### src/rtl/pic_pkg.sv
package pic_pkg;
    localparam int unsigned NUM_IRQ = 8;
    localparam int unsigned IDX_W   = $clog2(NUM_IRQ);

    typedef struct packed {
        logic               done;
        logic               level;
        logic               smm;
        logic               bad;
        logic [IDX_W-1:0]   low;
        logic [NUM_IRQ-1:0] imr;
        logic [NUM_IRQ-1:0] irr;
        logic [NUM_IRQ-1:0] isr;
        logic [NUM_IRQ-1:0] prev;
    } pic_state_t;

    typedef struct packed {
        logic init_wr;
        logic cmd_wr;
        logic mode_wr;
        logic mask_wr;
    } pic_cmd_t;
endpackage

### src/rtl/pic_decode.sv
module pic_decode #(
    parameter int unsigned DW = 8
) (
    input  logic              wr_en,
    input  logic              addr,
    input  logic [DW-1:0]     wr_data,
    output pic_pkg::pic_cmd_t cmd
);
    always_comb begin
        cmd         = '0;
        cmd.mask_wr = wr_en && addr;
        cmd.init_wr = wr_en && !addr && wr_data[4];
        cmd.cmd_wr  = wr_en && !addr && !wr_data[4] && !wr_data[3];
        cmd.mode_wr = wr_en && !addr && !wr_data[4] && wr_data[3];
    end
endmodule

### src/rtl/pic_resolve.sv
module pic_resolve #(
    parameter int unsigned N = 8,
    localparam int unsigned W = $clog2(N)
) (
    input  logic [N-1:0] vec,
    input  logic [W-1:0] low,
    output logic         hit,
    output logic [W-1:0] pos,
    output logic [W-1:0] rank
);
    // Scan from the highest rank (just after the lowest) around the ring;
    // descending loop so the highest-ranked set bit is written last.
    always_comb begin
        hit = 1'b0;
        pos = '0;
        for (int k = N - 1; k >= 0; k--) begin
            logic [W-1:0] idx;
            idx = low + W'(1) + W'(k);
            if (vec[idx]) begin
                hit = 1'b1;
                pos = idx;
            end
        end
        rank = pos - low - W'(1);
    end
endmodule

### src/rtl/pic_core.sv
module pic_core #(
    parameter int unsigned NI = pic_pkg::NUM_IRQ,
    localparam int unsigned VW = $clog2(NI)
) (
    input  logic          clk,
    input  logic          rst_n,
    input  logic          wr_en,
    input  logic          addr,
    input  logic [7:0]    wr_data,
    input  logic [NI-1:0] irq_in,
    input  logic          inta,
    output logic          int_req,
    output logic [VW-1:0] int_vec,
    output logic          init_bad
);
    import pic_pkg::*;

    pic_state_t s_d, s_q;
    pic_cmd_t   cmd;

    logic [NI-1:0] cand;
    logic          req_hit, isr_hit;
    logic [VW-1:0] req_pos, req_rank, isr_pos, isr_rank;
    logic          ack_go;
    logic [NI-1:0] imr_w, isr_w;
    logic          init_done_w;

    pic_decode #(.DW(8)) u_dec (
        .wr_en   (wr_en),
        .addr    (addr),
        .wr_data (wr_data),
        .cmd     (cmd)
    );

    assign cand = s_q.smm ? (s_q.irr & ~s_q.imr & ~s_q.isr)
                          : (s_q.irr & ~s_q.imr);

    pic_resolve #(.N(NI)) u_req (
        .vec  (cand),
        .low  (s_q.low),
        .hit  (req_hit),
        .pos  (req_pos),
        .rank (req_rank)
    );

    pic_resolve #(.N(NI)) u_isr (
        .vec  (s_q.isr),
        .low  (s_q.low),
        .hit  (isr_hit),
        .pos  (isr_pos),
        .rank (isr_rank)
    );

    assign int_req  = s_q.done && req_hit &&
                      (s_q.smm || !isr_hit || (req_rank < isr_rank));
    assign int_vec  = req_pos;
    assign init_bad = s_q.bad;
    assign ack_go   = inta && int_req;

    assign imr_w       = s_q.imr;
    assign isr_w       = s_q.isr;
    assign init_done_w = s_q.done;

    always_comb begin
        s_d      = s_q;
        s_d.prev = irq_in;

        if (s_q.level) s_d.irr = irq_in;
        else           s_d.irr = s_q.irr | (irq_in & ~s_q.prev);

        if (cmd.cmd_wr && wr_data[5] && isr_hit) begin
            s_d.isr[isr_pos] = 1'b0;
            if (wr_data[7]) s_d.low = isr_pos;
        end

        if (ack_go) begin
            s_d.irr[req_pos] = 1'b0;
            s_d.isr[req_pos] = 1'b1;
        end

        if (cmd.mode_wr && wr_data[6]) s_d.smm = wr_data[5];
        if (cmd.mask_wr)               s_d.imr = wr_data[NI-1:0];

        if (cmd.init_wr) begin
            s_d.done  = 1'b1;
            s_d.level = wr_data[3];
            s_d.smm   = 1'b0;
            s_d.bad   = (wr_data[7:5] != 3'b000) || !wr_data[0];
            s_d.low   = '1;
            s_d.imr   = '0;
            s_d.irr   = '0;
            s_d.isr   = '0;
        end
    end

    always_ff @(posedge clk or negedge rst_n) begin
        if (!rst_n) s_q <= '0;
        else        s_q <= s_d;
    end
endmodule

### config.mk
export PLATFORM = sky130hd
export DESIGN_NAME = pic_core
export DESIGN_NICKNAME = d
export VERILOG_FILES = /design/src/rtl/pic_pkg.sv /design/src/rtl/pic_decode.sv /design/src/rtl/pic_resolve.sv /design/src/rtl/pic_core.sv
export SDC_FILE = /design/constraint.sdc
export NUM_CORES = 1
export LEC_CHECK = 0
export BUFFER_PORTS_ARGS = -buffer_cell sky130_fd_sc_hd__clkbuf_2
export CAP_MARGIN = 20
export CORE_ASPECT_RATIO = 0.7
export CORE_UTILIZATION = 45
export CTS_CLUSTER_DIAMETER = 30
export DETAILED_ROUTE_END_ITERATION = 8
export GPL_ROUTABILITY_DRIVEN = 0
export HOLD_SLACK_MARGIN = 0.02
export SLEW_MARGIN = 0
export SYNTH_ARGS = -nofsm -noshare
export SYNTH_HDL_FRONTEND = slang
export SYNTH_HIERARCHICAL = 1
export SYNTH_SLANG_ARGS = --single-unit
### constraint.sdc
create_clock -name clk -period 8.4 [get_ports clk]
set_input_delay 0.42 -clock clk [delete_from_list [all_inputs] [get_ports clk]]
set_output_delay 0.42 -clock clk [all_outputs]
set_load 0.02 [all_outputs]
# --- Yosys cells after proc, flatten, opt, wreduce, memory -nomap -nowiden ---
# Index checks and enable logic that the tools add are counted.
totals:
  ff_bits: 39
  out_inout_bits: 5
  input_bits: 21
  elab_cells: 151
classes:
  n_mux: 77
  reduce_logical: 28
  n_bitwise: 12
  magnitude_cmp: 13
  n_addsub: 12
op_table:
  columns: ["cell", "count"]
  rows:
  - ["$mux W3", 18]
  - ["$bmux W1 S3", 16]
  - ["$and A8 B8 Y8", 5]
  - ["$lt A3 B4 Y1 const B", 10]
  - ["$not A8 Y8", 5]
  - ["$mux W1", 35]
  - ["$mux W8", 4]
  - ["$mux W29", 1]
  - ["$mux W16", 1]
  - ["$or A8 B8 Y8", 2]
  - ["$logic_and A1 B1 Y1", 14]
  - ["$add A3 B3 Y3 const B", 4]
  - ["$reduce_bool A2 Y1", 4]
  - ["$add A3 B1 Y3 const B", 2]
  - ["$add A3 B2 Y3 const B", 2]
  - ["$demux W1 S3", 2]
  - ["$ge A3 B1 Y1 const B", 2]
  - ["$sub A3 B1 Y3 const B", 2]
  - ["$sub A3 B3 Y3", 2]
  - ["$logic_not A1 Y1", 5]
  - ["$logic_or A1 B1 Y1", 3]
  - ["$lt A3 B3 Y1", 1]
  - ["$reduce_bool A3 Y1", 1]
  - ["$reduce_and A2 Y1", 1]

# --- Depth between registers and ports, before layout ---
depth:
  depth_word: 22
  depth_mapped: 22
  depth_no_buf: 18

# --- By module ---
# Netlist, hierarchy kept.
by_module_without_submodules:
  columns: ["mod", "instances", "area_each_um2", "cells_each", "seq_area_each_um2"]
  rows:
  - ["pic_core", 1, 1939.4, 183, 975.9]
  - ["pic_resolve at u_isr", 1, 1013.5, 114, 0.0]
  - ["pic_resolve at u_req", 1, 924.6, 111, 0.0]
  - ["pic_decode", 1, 42.5, 4, 0.0]

# --- Least setup slack after synthesis ---
# Ideal clock, no wire load.
synth_timing:
  kind: "register to output"
  startpoint: "register s_q[32] in the netlist's numbering"
  endpoint: "output port int_req"
  t_required_ns: 7.980
  arrival_time_ns: 5.022
  n_path_buf: 3
  setup_slack_ns: 2.958
  stages_incl_launch_ff: 21
  cell_sequence: "dfrtp_1 > buf_4 > clkinv_1 > ha_1 > buf_6 > buf_2 > mux4_2 > mux2_2 > o21bai_1 > a21boi_0 > o21ai_0 > o2bb2ai_1 > ha_1 > fa_1 > and2_1 > o32a_1 > a211oi_2 > ha_1 > o211ai_4 > a32oi_4 > inv_6"
synth_between:
  elab_chain_len: 17
  elab_cells_between_ends: 82
  classes_between: "12 x add/sub; 1 x order compare; 64 x mux; 5 x reduce/logical"
synth_lines:
  columns: ["item", "line_no", "rtl"]
  rows:
  - ["start: declaration", "pic_core.sv:18", "pic_state_t s_d, s_q;"]
  - ["start signal: assignment", "pic_core.sv:97", "if (!rst_n) s_q <= '0;"]
  - ["start signal: assignment", "pic_core.sv:98", "else s_q <= s_d;"]
  - ["$add A3 B1 Y3 (*)", "pic_resolve.sv:18", "idx = low + W'(1) + W'(k);"]
  - ["$add A3 B3 Y3", "pic_resolve.sv:18", null]
  - ["$bmux W1 S3", "pic_resolve.sv:19", "if (vec[idx]) begin"]
  - ["$mux W1 (not written as such)", "pic_resolve.sv:19", null]
  - ["$mux W3 (7 in series)", "pic_resolve.sv:19", null]
  - ["$mux W3 (*)", "pic_resolve.sv:19", null]
  - ["via int_vec[0]", "pic_core.sv:13", "output logic [VW-1:0] int_vec,"]
  - ["$sub A3 B3 Y3 (*)", "pic_resolve.sv:24", "rank = pos - low - W'(1);"]
  - ["$sub A3 B1 Y3 (*)", "pic_resolve.sv:24", null]
  - ["via req_rank[2]", "pic_core.sv:23", "logic [VW-1:0] req_pos, req_rank, isr_pos, isr_rank;"]
  - ["$lt A3 B3 Y1 (*)", "pic_core.sv:55", "(s_q.smm || !isr_hit || (req_rank < isr_rank));"]
  - ["$logic_or A1 B1 Y1 (*)", "pic_core.sv:55", null]
  - ["$logic_and A1 B1 Y1 (*)", "pic_core.sv:54", "assign int_req = s_q.done && req_hit &&"]
  - ["end: declaration", "pic_core.sv:12", "output logic int_req,"]
# Mark *: on every way through the listed nets, which the timed path passes. The rest lies on a longest branch. The select of a mux whose other input is x is not followed.

# --- Final worst setup path ---
layout_timing:
  startpoint: "register s_q[32] in the netlist's numbering"
  endpoint: "output port int_req"
layout_between:
  elab_chain_len: 17
  elab_cells_between_ends: 82
  classes_between: "12 x add/sub; 1 x order compare; 64 x mux; 5 x reduce/logical"
layout_lines:
  columns: ["item", "line_no"]
  rows:
  - ["$add A3 B1 Y3 (*)", "pic_resolve.sv:18"]
  - ["$add A3 B3 Y3", "pic_resolve.sv:18"]
  - ["$bmux W1 S3", "pic_resolve.sv:19"]
  - ["$mux W1 (not written as such)", "pic_resolve.sv:19"]
  - ["$mux W3 (7 in series)", "pic_resolve.sv:19"]
  - ["$mux W3 (*)", "pic_resolve.sv:19"]
  - ["via isr_pos[1]", "pic_core.sv:23"]
  - ["$sub A3 B3 Y3 (*)", "pic_resolve.sv:24"]
  - ["$sub A3 B1 Y3 (*)", "pic_resolve.sv:24"]
  - ["via isr_rank[2]", "pic_core.sv:23"]
  - ["$lt A3 B3 Y1 (*)", "pic_core.sv:55"]
  - ["$logic_or A1 B1 Y1 (*)", "pic_core.sv:55"]
  - ["$logic_and A1 B1 Y1 (*)", "pic_core.sv:54"]
# Marks and branches as above.

==> flow_summary.json <==
{
  "fp.dieH_um": 80.09,
  "finalHoldViolCount": 0,
  "crit_type": "register to output pin",
  "clock-root-buffer": "clkbuf_16",
  "yosys_warnings": 6,
  "grt_overflow": 0,
  "syn_nets": 443,
  "wl_met2_um": 4331,
  "critical_path.slowest_cell": "ha_1",
  "initial_utilization_pct": 46.43,
  "synth_ff_type": "dfrtp_1",
  "drc": 0,
  "drt-pass1-iter-count": 4,
  "drt_wl_total_um": 9767,
  "core_region_area_sq_um": 8443,
  "yosys_register_bits": 39,
  "path_buf_inv": 5,
  "critPathLaunchType": "register",
  "final_core_util_pct": 50.34,
  "cp_slowest_stage_delay_ns": 1.07,
  "fmax_mhz": 144.2,
  "dieArea_sq_um": 9095,
  "mostFrequentLayoutCell": "nand2_1",
  "reg2reg_slack_ns": 2.04,
  "cts_buffer_depth": 2,
  "yosysUniqueCellTypes": 79,
  "drv_cap": 0,
  "grt_start_max_net_pins": 41,
  "vias": 3284,
  "clock_sinks": 39,
  "routedWlPerCell_um": 17.82,
  "top_layer_used": "met4",
  "wl_met3_um": 579,
  "outcome": "completed",
  "setup_tns_ns": 0,
  "synth.avg_cell_area_sq_um": 9.515,
  "post-route-min-period_ns": 6.937,
  "arrival_ns": 6.52,
  "clkSlewWorstSetupHoldPaths_ns": 0.06,
  "antenna_left": 0,
  "cts_buffers": 5,
  "final_nets": 459,
  "dp_hpwl_um": 7329,
  "critPathTopFamily": "adder cells",
  "multi_input_area_sq_um": 2680,
  "path_depth": 17,
  "synthCells": 412,
  "grt_antenna_before_repair": 0,
  "io_pins": 26,
  "nFillCells": 803,
  "hp-class": "input port to register",
  "insertion_delay_ns": 0.28,
  "syn_to_final_growth_pct": 8.427,
  "cts-hold-fix-buffers": 0,
  "async_flop_share_pct": 100.0,
  "finalCritPeriodShare_pct": 82.58,
  "rsz0062_at_grt": "no",
  "drt_iter0_markers": 282,
  "port_buffers": 25,
  "grt.total_usage_pct": 22.53,
  "slew-limit-headroom_pct": 32.07,
  "cts_setup_buffers": 0,
  "grt_pass1_vias": 3070,
  "tritoncts": "done",
  "skew_ns": 0.003448,
  "grt_pass1_wl_um": 15950,
  "wl_met1_um": 4801,
  "syn_area_sq_um": 3920,
  "ys_seq_area_share_pct": 24.90,
  "end_kind": "output pin",
  "timing.final.max_slew_violations": 0,
  "avgViaCountPerCell": 5.993,
  "antenna_cells": 0,
  "row_count": 28,
  "die_w_um": 113.6,
  "crit_fanout": 30,
  "layout_common_cells": "nand2_1 (41), dfrtp_1 (39), nor2_1 (37)",
  "worstMarginPinSlew_ns": 1.019,
  "reg2reg_depth": 17,
  "setup_viol_count_final": 0,
  "synth_edf_count": 0,
  "htreeDepth": 2,
  "crit_top_cell": "ha_1",
  "cts_resized": 0,
  "register_area_sq_um": 975.9,
  "crit_chain": "buf_4, clkinv_1, ha_1, mux4_2, mux2i_1, nor2_1, a2111oi_0, o41ai_1, fa_1, xor2_1, xnor2_1, inv_1, ha_1, o211ai_4, a32oi_4, inv_6, clkbuf_2",
  "holdPathStages": 1,
  "required_ns": 7.98,
  "drive_gt1_share_pct": 19.86
}
## per-layer routing
| layer | track usage (%) | vias to the layer above |
|---|---|---|
| li1 | - | 1578 |
| met1 | 34.37 | 1612 |
| met2 | 34.21 | 87 |
| met3 | 2.491 | 7 |
| met4 | 4.605 | 0 |
| met5 | 0 | - |
## final timing paths
| check | start | end |
|---|---|---|
| max | s_q[32] | int_req |
| min | irq_in[4] | s_q[4] |
| max reg2reg | s_q[32] | s_q[19] |
| min reg2reg | init_bad | init_bad |
| max in group asynchronous | rst_n | isr_w[0] |
| min in group asynchronous | rst_n | s_q[22] |
## synth_stat cells, types with 3 or more instances
| cell type | number | area [sq um] |
|---|---|---|
| a211o_1 | 4 | 35.03 |
| or3_1 | 7 | 43.79 |
| o22ai_1 | 7 | 43.79 |
| clkbuf_1 | 5 | 18.77 |
| mux4_2 | 17 | 382.9 |
| a2bb2oi_1 | 9 | 78.83 |
| nor2b_1 | 3 | 18.77 |
| nand3_1 | 6 | 30.03 |
| nand2_1 | 41 | 153.9 |
| a211oi_1 | 12 | 90.09 |
| inv_1 | 24 | 90.09 |
| buf_4 | 6 | 45.04 |
| nor4_1 | 4 | 25.02 |
| xnor2_1 | 4 | 35.03 |
| o21ai_0 | 13 | 65.06 |
| ha_1 | 8 | 100.1 |
| mux2_2 | 6 | 67.56 |
| and2_1 | 3 | 18.77 |
| a31oi_1 | 3 | 18.77 |
| nor3_1 | 10 | 50.05 |
| buf_2 | 5 | 25.02 |
| buf_6 | 5 | 56.30 |
| a21oi_1 | 14 | 70.07 |
| xor2_1 | 3 | 26.28 |
| nor2_1 | 37 | 138.9 |
| mux2i_1 | 21 | 210.2 |
| nand3b_1 | 4 | 30.03 |
| dfrtp_1 | 39 | 975.9 |
| nand2b_1 | 17 | 106.4 |
| a211oi_2 | 9 | 112.6 |
## state kept, by name, summed over array words and instances (netlist names)
| name | cells |
|---|---|
| imr_w | 8 |
| init_bad | 1 |
| init_done_w | 1 |
| isr_w | 8 |
| s_q | 21 |
## final cells by class
type / count / share of cell area, %
multi-input cells: 323 / 63.06
flip-flops and latches: 39 / 22.96
repair buffers: 30 / 4.180
well taps: 120 / 3.533
clock buffers: 6 / 3.268
inverters: 29 / 2.797
clock inverters: 1 / 0.2061
## metrics by stage
step	area, sq um	hold slack (ns)	worst slack (ns)	cells
floorplan	3920	0.1244	2.958	412
global placement	4073	0.5086	1.983	539
detailed placement	4073	0.5198	1.798	539
finish	4250	0.2643	1.463	548
global route	4250	0.2567	1.016	548
CTS	4220	0.2573	1.489	546
## worst register-to-register path: cells and delay by family (launching register included)
| family | cells | cell delay [ns] |
|---|---|---|
| adder cells (fa/ha/maj) | 3 | 1.85 |
| AO/OA/AOI/OAI | 5 | 1.62 |
| multiplexers | 2 | 1.19 |
| buffers and inverters | 4 | 0.87 |
| flip-flops | 1 | 0.35 |
| XOR/XNOR | 2 | 0.32 |
| AND/OR/NAND/NOR | 1 | 0.08 |
## logic make-up after synthesis
logic type / share of synthesized area [%]
compound gates: 21.80
fa+ha+maj: 3.575
flops: 24.90
mux: 19.15
buf+inv: 6.735
xor+xnor: 4.437
simple gates: 19.41
Power is left out: the tool's default activity adds up to more than one toggle a clock period on the data nets, which glitch-free logic cannot reach.
